`src/rtl/sigdeb_pkg.sv`:
```
package sigdeb_pkg;

  typedef enum logic [1:0] {
    RA_CFG   = 2'd0,
    RA_FRZ   = 2'd1,
    RA_STKEN = 2'd2,
    RA_CLR   = 2'd3
  } reg_addr_e;

  typedef enum logic [1:0] {
    SM_NONE = 2'd0,
    SM_CHG  = 2'd1,
    SM_ALLA = 2'd2,
    SM_ALLB = 2'd3
  } stk_mode_e;

  // Per-bit two-multiframe agreement rule.
  function automatic logic [3:0] deb_merge(input logic [3:0] latest,
                                           input logic [3:0] prev_in,
                                           input logic [3:0] cur_out);
    logic [3:0] agree;
    agree = ~(latest ^ prev_in);
    return (agree & latest) | (~agree & cur_out);
  endfunction

endpackage

```
`src/rtl/sigdeb_ctrl.sv`:
```
module sigdeb_ctrl
  import sigdeb_pkg::*;
#(
  parameter int NUM_CH = 32,
  localparam int CHW = $clog2(NUM_CH)
) (
  input  logic              clk,
  input  logic              rst_n,
  input  logic              reg_wr,
  input  logic [1:0]        reg_addr,
  input  logic [CHW-1:0]    reg_chan,
  input  logic [2:0]        reg_wdata,
  input  logic              irq_set,
  output logic              deb_en,
  output logic [1:0]        stk_mode,
  output logic [NUM_CH-1:0] stk_en,
  output logic              frz_pin,
  output logic              frz_irq,
  output logic              ovf_clr
);

  logic wr_cfg, wr_frz, wr_en, wr_clr;

  always_comb begin
    wr_cfg  = reg_wr && (reg_addr == RA_CFG);
    wr_frz  = reg_wr && (reg_addr == RA_FRZ);
    wr_en   = reg_wr && (reg_addr == RA_STKEN);
    wr_clr  = reg_wr && (reg_addr == RA_CLR);
    ovf_clr = wr_clr && reg_wdata[1];
  end

  always_ff @(posedge clk or negedge rst_n) begin
    if (!rst_n) begin
      deb_en   <= 1'b1;
      stk_mode <= SM_CHG;
      frz_pin  <= 1'b0;
      frz_irq  <= 1'b0;
    end else begin
      if (wr_cfg) begin
        deb_en   <= reg_wdata[0];
        stk_mode <= reg_wdata[2:1];
      end
      if (wr_frz) begin
        if (reg_wdata[0])      frz_pin <= 1'b1;
        else if (reg_wdata[1]) frz_pin <= 1'b0;
      end
      if (irq_set)                   frz_irq <= 1'b1;
      else if (wr_clr && reg_wdata[0]) frz_irq <= 1'b0;
    end
  end

  for (genvar c = 0; c < NUM_CH; c++) begin : g_en
    always_ff @(posedge clk or negedge rst_n) begin
      if (!rst_n)                              stk_en[c] <= 1'b0;
      else if (wr_en && reg_chan == CHW'(c))   stk_en[c] <= reg_wdata[0];
    end
  end

endmodule

```
`src/rtl/sigdeb_scan.sv`:
```
module sigdeb_scan #(
  parameter int NUM_CH = 32,
  localparam int CHW = $clog2(NUM_CH)
) (
  input  logic           clk,
  input  logic           rst_n,
  input  logic           start,
  input  logic           start_deb,
  output logic           busy,
  output logic [CHW-1:0] cur_ch,
  output logic           cur_deb
);

  localparam logic [CHW-1:0] LAST = CHW'(NUM_CH - 1);

  always_ff @(posedge clk or negedge rst_n) begin
    if (!rst_n) begin
      busy    <= 1'b0;
      cur_ch  <= '0;
      cur_deb <= 1'b0;
    end else if (!busy) begin
      if (start) begin
        busy    <= 1'b1;
        cur_ch  <= '0;
        cur_deb <= start_deb;
      end
    end else if (cur_ch == LAST) begin
      busy <= 1'b0;
    end else begin
      cur_ch <= cur_ch + 1'b1;
    end
  end

endmodule

```
`src/rtl/sigdeb_fifo.sv`:
```
module sigdeb_fifo #(
  parameter int DEPTH = 32,
  parameter int W = 9,
  localparam int AW = $clog2(DEPTH)
) (
  input  logic         clk,
  input  logic         rst_n,
  input  logic         push,
  input  logic [W-1:0] push_data,
  input  logic         pop_ready,
  input  logic         ovf_clr,
  output logic         pop_valid,
  output logic [W-1:0] pop_data,
  output logic         ovf
);

  localparam logic [AW-1:0] PTR_LAST = AW'(DEPTH - 1);

  logic [W-1:0]  mem [DEPTH];
  logic [AW-1:0] wr_ptr, rd_ptr;
  logic [AW:0]   cnt;
  logic          full, do_push, do_pop;

  always_comb begin
    full      = (cnt == (AW+1)'(DEPTH));
    pop_valid = (cnt != '0);
    do_push   = push && !full;
    do_pop    = pop_valid && pop_ready;
    pop_data  = mem[rd_ptr];
  end

  always_ff @(posedge clk) begin
    if (do_push) mem[wr_ptr] <= push_data;
  end

  always_ff @(posedge clk or negedge rst_n) begin
    if (!rst_n) begin
      wr_ptr <= '0;
      rd_ptr <= '0;
      cnt    <= '0;
      ovf    <= 1'b0;
    end else begin
      if (do_push) wr_ptr <= (wr_ptr == PTR_LAST) ? '0 : wr_ptr + 1'b1;
      if (do_pop)  rd_ptr <= (rd_ptr == PTR_LAST) ? '0 : rd_ptr + 1'b1;
      case ({do_push, do_pop})
        2'b10:   cnt <= cnt + 1'b1;
        2'b01:   cnt <= cnt - 1'b1;
        default: cnt <= cnt;
      endcase
      if (push && full) ovf <= 1'b1;
      else if (ovf_clr) ovf <= 1'b0;
    end
  end

endmodule

```
`src/rtl/abcd_sig_debounce.sv`:
```
module abcd_sig_debounce
  import sigdeb_pkg::*;
#(
  parameter int NUM_CH = 32,
  parameter int STK_DEPTH = 32,
  localparam int CHW = $clog2(NUM_CH),
  localparam int ENT_W = CHW + 4
) (
  input  logic           clk,
  input  logic           rst_n,
  input  logic           in_valid,
  output logic           in_ready,
  input  logic [CHW-1:0] in_chan,
  input  logic [3:0]     in_abcd,
  input  logic           mf_end,
  input  logic           dbit_upd,
  input  logic           reg_wr,
  input  logic [1:0]     reg_addr,
  input  logic [CHW-1:0] reg_chan,
  input  logic [2:0]     reg_wdata,
  input  logic [CHW-1:0] rd_chan,
  output logic [7:0]     rd_sig,
  output logic           frz_pin,
  output logic           frz_irq,
  output logic           stk_valid,
  input  logic           stk_ready,
  output logic [CHW-1:0] stk_chan,
  output logic [3:0]     stk_abcd,
  output logic           stk_ovf
);

  logic              deb_en, ovf_clr, irq_set;
  logic [1:0]        stk_mode;
  logic [NUM_CH-1:0] stk_en;
  logic              scan_busy, cur_deb, start;
  logic [CHW-1:0]    cur_ch;
  logic [3:0]        lat_arr [NUM_CH];
  logic [7:0]        sig_arr [NUM_CH];
  logic [3:0]        cur_lat, new_out;
  logic [7:0]        cur_sig;
  logic              changed, upd, push;
  logic [ENT_W-1:0]  pop_data;

  sigdeb_ctrl #(.NUM_CH(NUM_CH)) u_ctrl (
    .clk(clk), .rst_n(rst_n), .reg_wr(reg_wr), .reg_addr(reg_addr),
    .reg_chan(reg_chan), .reg_wdata(reg_wdata), .irq_set(irq_set),
    .deb_en(deb_en), .stk_mode(stk_mode), .stk_en(stk_en),
    .frz_pin(frz_pin), .frz_irq(frz_irq), .ovf_clr(ovf_clr)
  );

  always_comb start = (mf_end && deb_en) || (dbit_upd && !deb_en);

  sigdeb_scan #(.NUM_CH(NUM_CH)) u_scan (
    .clk(clk), .rst_n(rst_n), .start(start), .start_deb(deb_en),
    .busy(scan_busy), .cur_ch(cur_ch), .cur_deb(cur_deb)
  );

  always_comb begin
    in_ready = !scan_busy;
    cur_lat  = lat_arr[cur_ch];
    cur_sig  = sig_arr[cur_ch];
    new_out  = cur_deb ? deb_merge(cur_lat, cur_sig[3:0], cur_sig[7:4]) : cur_lat;
    changed  = scan_busy && (new_out != cur_sig[7:4]);
    irq_set  = changed;
    upd      = scan_busy && !frz_pin;
    case (stk_mode)
      SM_NONE: push = 1'b0;
      SM_CHG:  push = upd && stk_en[cur_ch] && changed;
      default: push = upd && stk_en[cur_ch];
    endcase
    rd_sig = sig_arr[rd_chan];
  end

  for (genvar g = 0; g < NUM_CH; g++) begin : g_ch
    logic [3:0] lat_q;
    logic [7:0] sig_q;
    always_ff @(posedge clk or negedge rst_n) begin
      if (!rst_n) begin
        lat_q <= '0;
        sig_q <= '0;
      end else begin
        if (in_valid && in_ready && in_chan == CHW'(g)) lat_q <= in_abcd;
        if (upd && cur_ch == CHW'(g))                   sig_q <= {new_out, cur_lat};
      end
    end
    assign lat_arr[g] = lat_q;
    assign sig_arr[g] = sig_q;
  end

  sigdeb_fifo #(.DEPTH(STK_DEPTH), .W(ENT_W)) u_stk (
    .clk(clk), .rst_n(rst_n), .push(push), .push_data({cur_ch, new_out}),
    .pop_ready(stk_ready), .ovf_clr(ovf_clr), .pop_valid(stk_valid),
    .pop_data(pop_data), .ovf(stk_ovf)
  );

  always_comb begin
    stk_chan = pop_data[ENT_W-1:4];
    stk_abcd = pop_data[3:0];
  end

endmodule

```
`config.mk`:
```
export PLATFORM = sky130hd
export DESIGN_NAME = abcd_sig_debounce
export DESIGN_NICKNAME = d
export VERILOG_FILES = /design/src/rtl/sigdeb_pkg.sv /design/src/rtl/sigdeb_ctrl.sv /design/src/rtl/sigdeb_scan.sv /design/src/rtl/sigdeb_fifo.sv /design/src/rtl/abcd_sig_debounce.sv
export SDC_FILE = /design/constraint.sdc
export NUM_CORES = 1
export LEC_CHECK = 0
export ABC_AREA = 0
export BUFFER_PORTS_ARGS = -buffer_cell sky130_fd_sc_hd__buf_2
export CAP_MARGIN = 10
export CORE_ASPECT_RATIO = 2
export CORE_UTILIZATION = 60
export CTS_BUF_LIST = sky130_fd_sc_hd__clkbuf_8
export DETAILED_ROUTE_END_ITERATION = 12
export PLACE_DENSITY = 0.8
export SYNTH_ARGS = -nofsm -noshare
export SYNTH_HDL_FRONTEND = slang
export SYNTH_SLANG_ARGS = --single-unit
```
`constraint.sdc`:
```
create_clock -name clk -period 12.3 [get_ports clk]
set_clock_uncertainty 0.2 [all_clocks]
set_input_delay 1.23 -clock clk [delete_from_list [all_inputs] [get_ports clk]]
set_output_delay 1.23 -clock clk [all_outputs]
set_load 0.02 [all_outputs]
```
==> key figures <==
Placement
  • Area after DPL: 35480 µm²
  • Gpl congestion: 0.9353
  • Post-DP HPWL: 60510 µm
  • Buffers added on ports: 52

Power
  • Sw power: 3.262 mW
  • Leakage: 15.64 nW
  • Power Density: 229.3 nW/µm²
  • VDD IR max: 0.1447 mV
  • P_int: 5.316 mW
  • Total power: 8.578 mW
  • Clock power share: 0.211
  • Net Sw Frac: 0.3803
  • Combinational share of power: 0.374
  • Sequential share of power: 0.414

Routing
  • Routed length on met1: 29350 µm
  • Routed Wire Length: 90040 µm
  • WL/cell: 28.00 µm
  • Via count: 21362
  • DR DRC count: 0
  • DR pass1 iterations: 9
  • DR vias/cell: 6.642
  • Met3 WL: 6123 µm
  • DR top layer: met5
  • Post-route ant nets: 0
  • DR iter-0 viols: 1873
  • Met2 wire length: 46050 µm

CTS
  • Worst-path clk slew: 0.07 ns
  • Clock Latency Late Sink: 0.73 ns
  • CTS Buf Count: 96
  • CTS sink cnt: 733
  • TritonCTS clock tree: done
  • CTS Root Cell: clkbuf_8
  • Setup Buffers After CTS: 0
  • CTS resizes: 0
  • CTS hold repair buffers: 0
  • CTS H-tree depth: 3
  • Clock buffer depth: 3

STA
  • Final TNS setup: 0 ns
  • Fmax: 138.8 MHz
  • Worst Max-Slew Pin Slew: 1.410 ns
  • Unrepaired setup endpoints after global routing: no
  • Max Transition Viols Final: 0
  • Minimum clock period after layout: 7.206 ns
  • Hold WS: 0.3018 ns
  • Slew margin rel.: 0.05673
  • Fin crit share: 0.5859
  • Final setup viols: 0
  • Final hold violations: 0

Logic synthesis
  • Post-synthesis sequential area ratio: 0.5687
  • Prevailing post-synth register cell: dfrtp_1
  • Top-count cell post-synth: dfrtp_1
  • List of most frequent post-synthesis cells: dfrtp_1 (443), mux2_2 (391), edfxtp_1 (288)
  • Synthesized Nets: 2416
  • Synth top area cells: dfrtp_1 (32%), edfxtp_1 (25%), mux2_2 (13%)
  • Synth unique cells: 80
  • Ys Warns: 0
  • Synth Instances: 2366
  • FF+latch count, synth: 733
  • Dominant cell type by area after synthesis: dfrtp_1
  • Post-synthesis cell area: 34790 µm²
  • Syn Area/Cell: 14.70 µm²
  • Number of synthesized flops with an enable pin: 288
  • Share of the synthesized area in the top cell type: 0.3186
  • FFs w/ async S/R, synth: 0.6071

Floorplan
  • Cell row count: 124
  • Die W: 172.3 µm
  • Die Height: 342.5 µm
  • IO Count: 53
  • Total die area: 59010 µm²
  • Initial core utilization: 0.6077
  • Core area: 57250 µm²

Run status
  • Outcome: complete, no violations

Global routing
  • GRT Overall Usage: 0.3199
  • Initial antenna violation count: 3
  • Vias in the first global route: 22762
  • Largest net degree at the start of global routing: 193
  • Total grt overflow: 0
  • First-pass GRT wire length: 137500 µm

Critical path
  • Worst EP arrival: 7.58 ns
  • Worst reg2reg path depth: 19
  • Worst-path fanout max: 75
  • Worst EP required: 12.68 ns
  • Worst r2r src: u_scan.cur_ch[1]$_DFFE_PN0P_
  • Crit Path Category: reg2reg
  • Flop-to-flop setup slack: 5.09 ns
  • Capturing point of the worst reg2reg path: u_stk.cnt[5]$_DFFE_PN0P_
  • CP Capture Type: flip-flop
  • Crit path launch type: flip-flop

Hold path
  • Hold_sp: g_ch[6].sig_q[2]$_DFFE_PN0P_
  • Hold Path Depth: 2
  • Worst hold path type: reg2reg
  • WHS Endpoint: g_ch[6].sig_q[2]$_DFFE_PN0P_

Final layout
  • Final Cell Area: 37410 µm²
  • Share of cells above drive strength 1: 0.3378
  • Post-layout net count: 2426
  • Syn-to-layout area delta: 7.538%

Job
  • Number of max-cap violations: 0
## sequential cells by signal, summed over array words and instances, names as in the netlist, 2 cells and up
signal / flops
g_ch.lat_q: 128
g_ch.sig_q: 256
u_ctrl.stk_en: 32
u_ctrl.stk_mode: 2
u_scan.cur_ch: 5
u_stk.cnt: 6
u_stk.mem: 288
u_stk.rd_ptr: 5
u_stk.wr_ptr: 5
## power groups by stage
stage | sequential, mW | combinational, mW | clock (mW)
after floorplan | 3.38 | 2.32 | 0
after global placement | 3.55 | 3.05 | 0
after detailed placement | 3.60 | 3.14 | 0
after CTS | 3.55 | 3.15 | 1.83
after global routing | 3.61 | 3.40 | 1.93
final | 3.56 | 3.21 | 1.81
## final cells by class
type,instances,area (µm²)
clock inverter,64,342.8
timing repair buffer,78,480.5
clock buffer,115,1583
antenna,3,7.507
sequential,733,19800
fill,3977,19840
inverter,25,93.84
tap,756,945.9
multi-input combinational,1442,14160
## cells in the final DEF (no fill, tap or decap), types with 5 or more instances in the layout
| master | synthesis | final |
|---|---|---|
| a211oi_1 | 10 | 10 |
| a21oi_1 | 25 | 25 |
| a22oi_1 | 7 | 7 |
| and2_1 | 6 | 6 |
| and3_1 | 38 | 38 |
| buf_2 | 13 | 50 |
| buf_4 | 12 | 26 |
| clkbuf_8 | 0 | 115 |
| clkinv_1 | 1 | 12 |
| clkinv_2 | 0 | 17 |
| dfrtp_1 | 443 | 437 |
| edfxtp_1 | 288 | 288 |
| ha_1 | 18 | 18 |
| inv_1 | 23 | 51 |
| mux2_2 | 391 | 391 |
| mux2i_1 | 119 | 119 |
| mux4_2 | 188 | 188 |
| nand2_1 | 185 | 184 |
| nand2b_1 | 18 | 17 |
| nand3_1 | 19 | 19 |
| nor2_1 | 105 | 105 |
| nor2b_1 | 16 | 16 |
| nor3_1 | 23 | 23 |
| nor3b_1 | 13 | 13 |
| o21ai_0 | 106 | 105 |
| o221ai_1 | 37 | 37 |
| o22ai_1 | 25 | 24 |
| xor2_1 | 5 | 5 |
## routing by layer
| layer | GRT usage | vias to the layer above |
|---|---|---|
| met3 | 0.06391 | 370 |
| met2 | 0.5380 | 972 |
| met5 | 0 | - |
| li1 | - | 9039 |
| met1 | 0.3482 | 10979 |
| met4 | 0.2577 | 2 |
## how the worst max path moves through the flow
| stage | endpoint | slack (ns) | depth (start not counted) | start |
|---|---|---|---|---|
| 6_report | u_stk.cnt[5]$_DFFE_PN0P_ | 5.09 | 19 | u_scan.cur_ch[1]$_DFFE_PN0P_ |
| 3_3_place_gp | u_stk.cnt[5]$_DFFE_PN0P_ | 5.63 | 19 | u_scan.cur_ch[1]$_DFFE_PN0P_ |
| 4_1_cts | u_stk.cnt[5]$_DFFE_PN0P_ | 5.54 | 19 | u_scan.cur_ch[1]$_DFFE_PN0P_ |
| 2_1_floorplan | u_stk.cnt[5]$_DFFE_PN0P_ | 7.33 | 23 | u_scan.cur_ch[0]$_DFFE_PN0P_ |
| 3_5_place_dp | u_stk.cnt[5]$_DFFE_PN0P_ | 5.59 | 19 | u_scan.cur_ch[1]$_DFFE_PN0P_ |
| 5_1_grt | u_stk.cnt[5]$_DFFE_PN0P_ | 4.83 | 19 | u_scan.cur_ch[1]$_DFFE_PN0P_ |
## worst max-delay path, cell delays in order, from the launching register on
cell      delay [ns]
dfrtp_4         0.75
buf_4           0.89
nand3_1         0.66
o22ai_1         0.32
a211oi_1        0.11
o21ai_0         0.97
a211o_1         0.25
nand4_1         0.19
a41oi_2         0.33
o21a_2          0.55
inv_1           0.17
ha_1            0.30
ha_1            0.29
a21o_1          0.17
a21oi_1         0.22
o21bai_1        0.09
a21oi_1         0.18
xnor2_1         0.13
nor2_1          0.07
xor2_1          0.15
## cell families (layout without fill, tap and decap cells)
logic type                 Yosys count  after routing  share of synthesized area
xor gates and xnor gates             9              9                   0.002266
DFF                                733            733                     0.5687
adders and majority gates           19             19                   0.007049
other                                0              3                          0
muxes                              702            702                     0.2849
buffers and inverters              191            282                    0.02557
and+or+nand+nor                    448            448                    0.05963
AOI/OAI and AO/OA                  264            264                    0.05190
## through the flow
| stage | worst slack (ns) | utilization | instances |
|---|---|---|---|
| final | 5.094 | 0.6535 | 3216 |
| after detailed placement | 5.586 | 0.6197 | 3034 |
| after global routing | 4.829 | 0.6534 | 3214 |
| after floorplan | 7.329 | - | 2366 |
| after global placement | 5.628 | 0.6197 | 3034 |
| after CTS | 5.535 | 0.6534 | 3213 |
No activity file was read; power rests on OpenSTA's default activity.
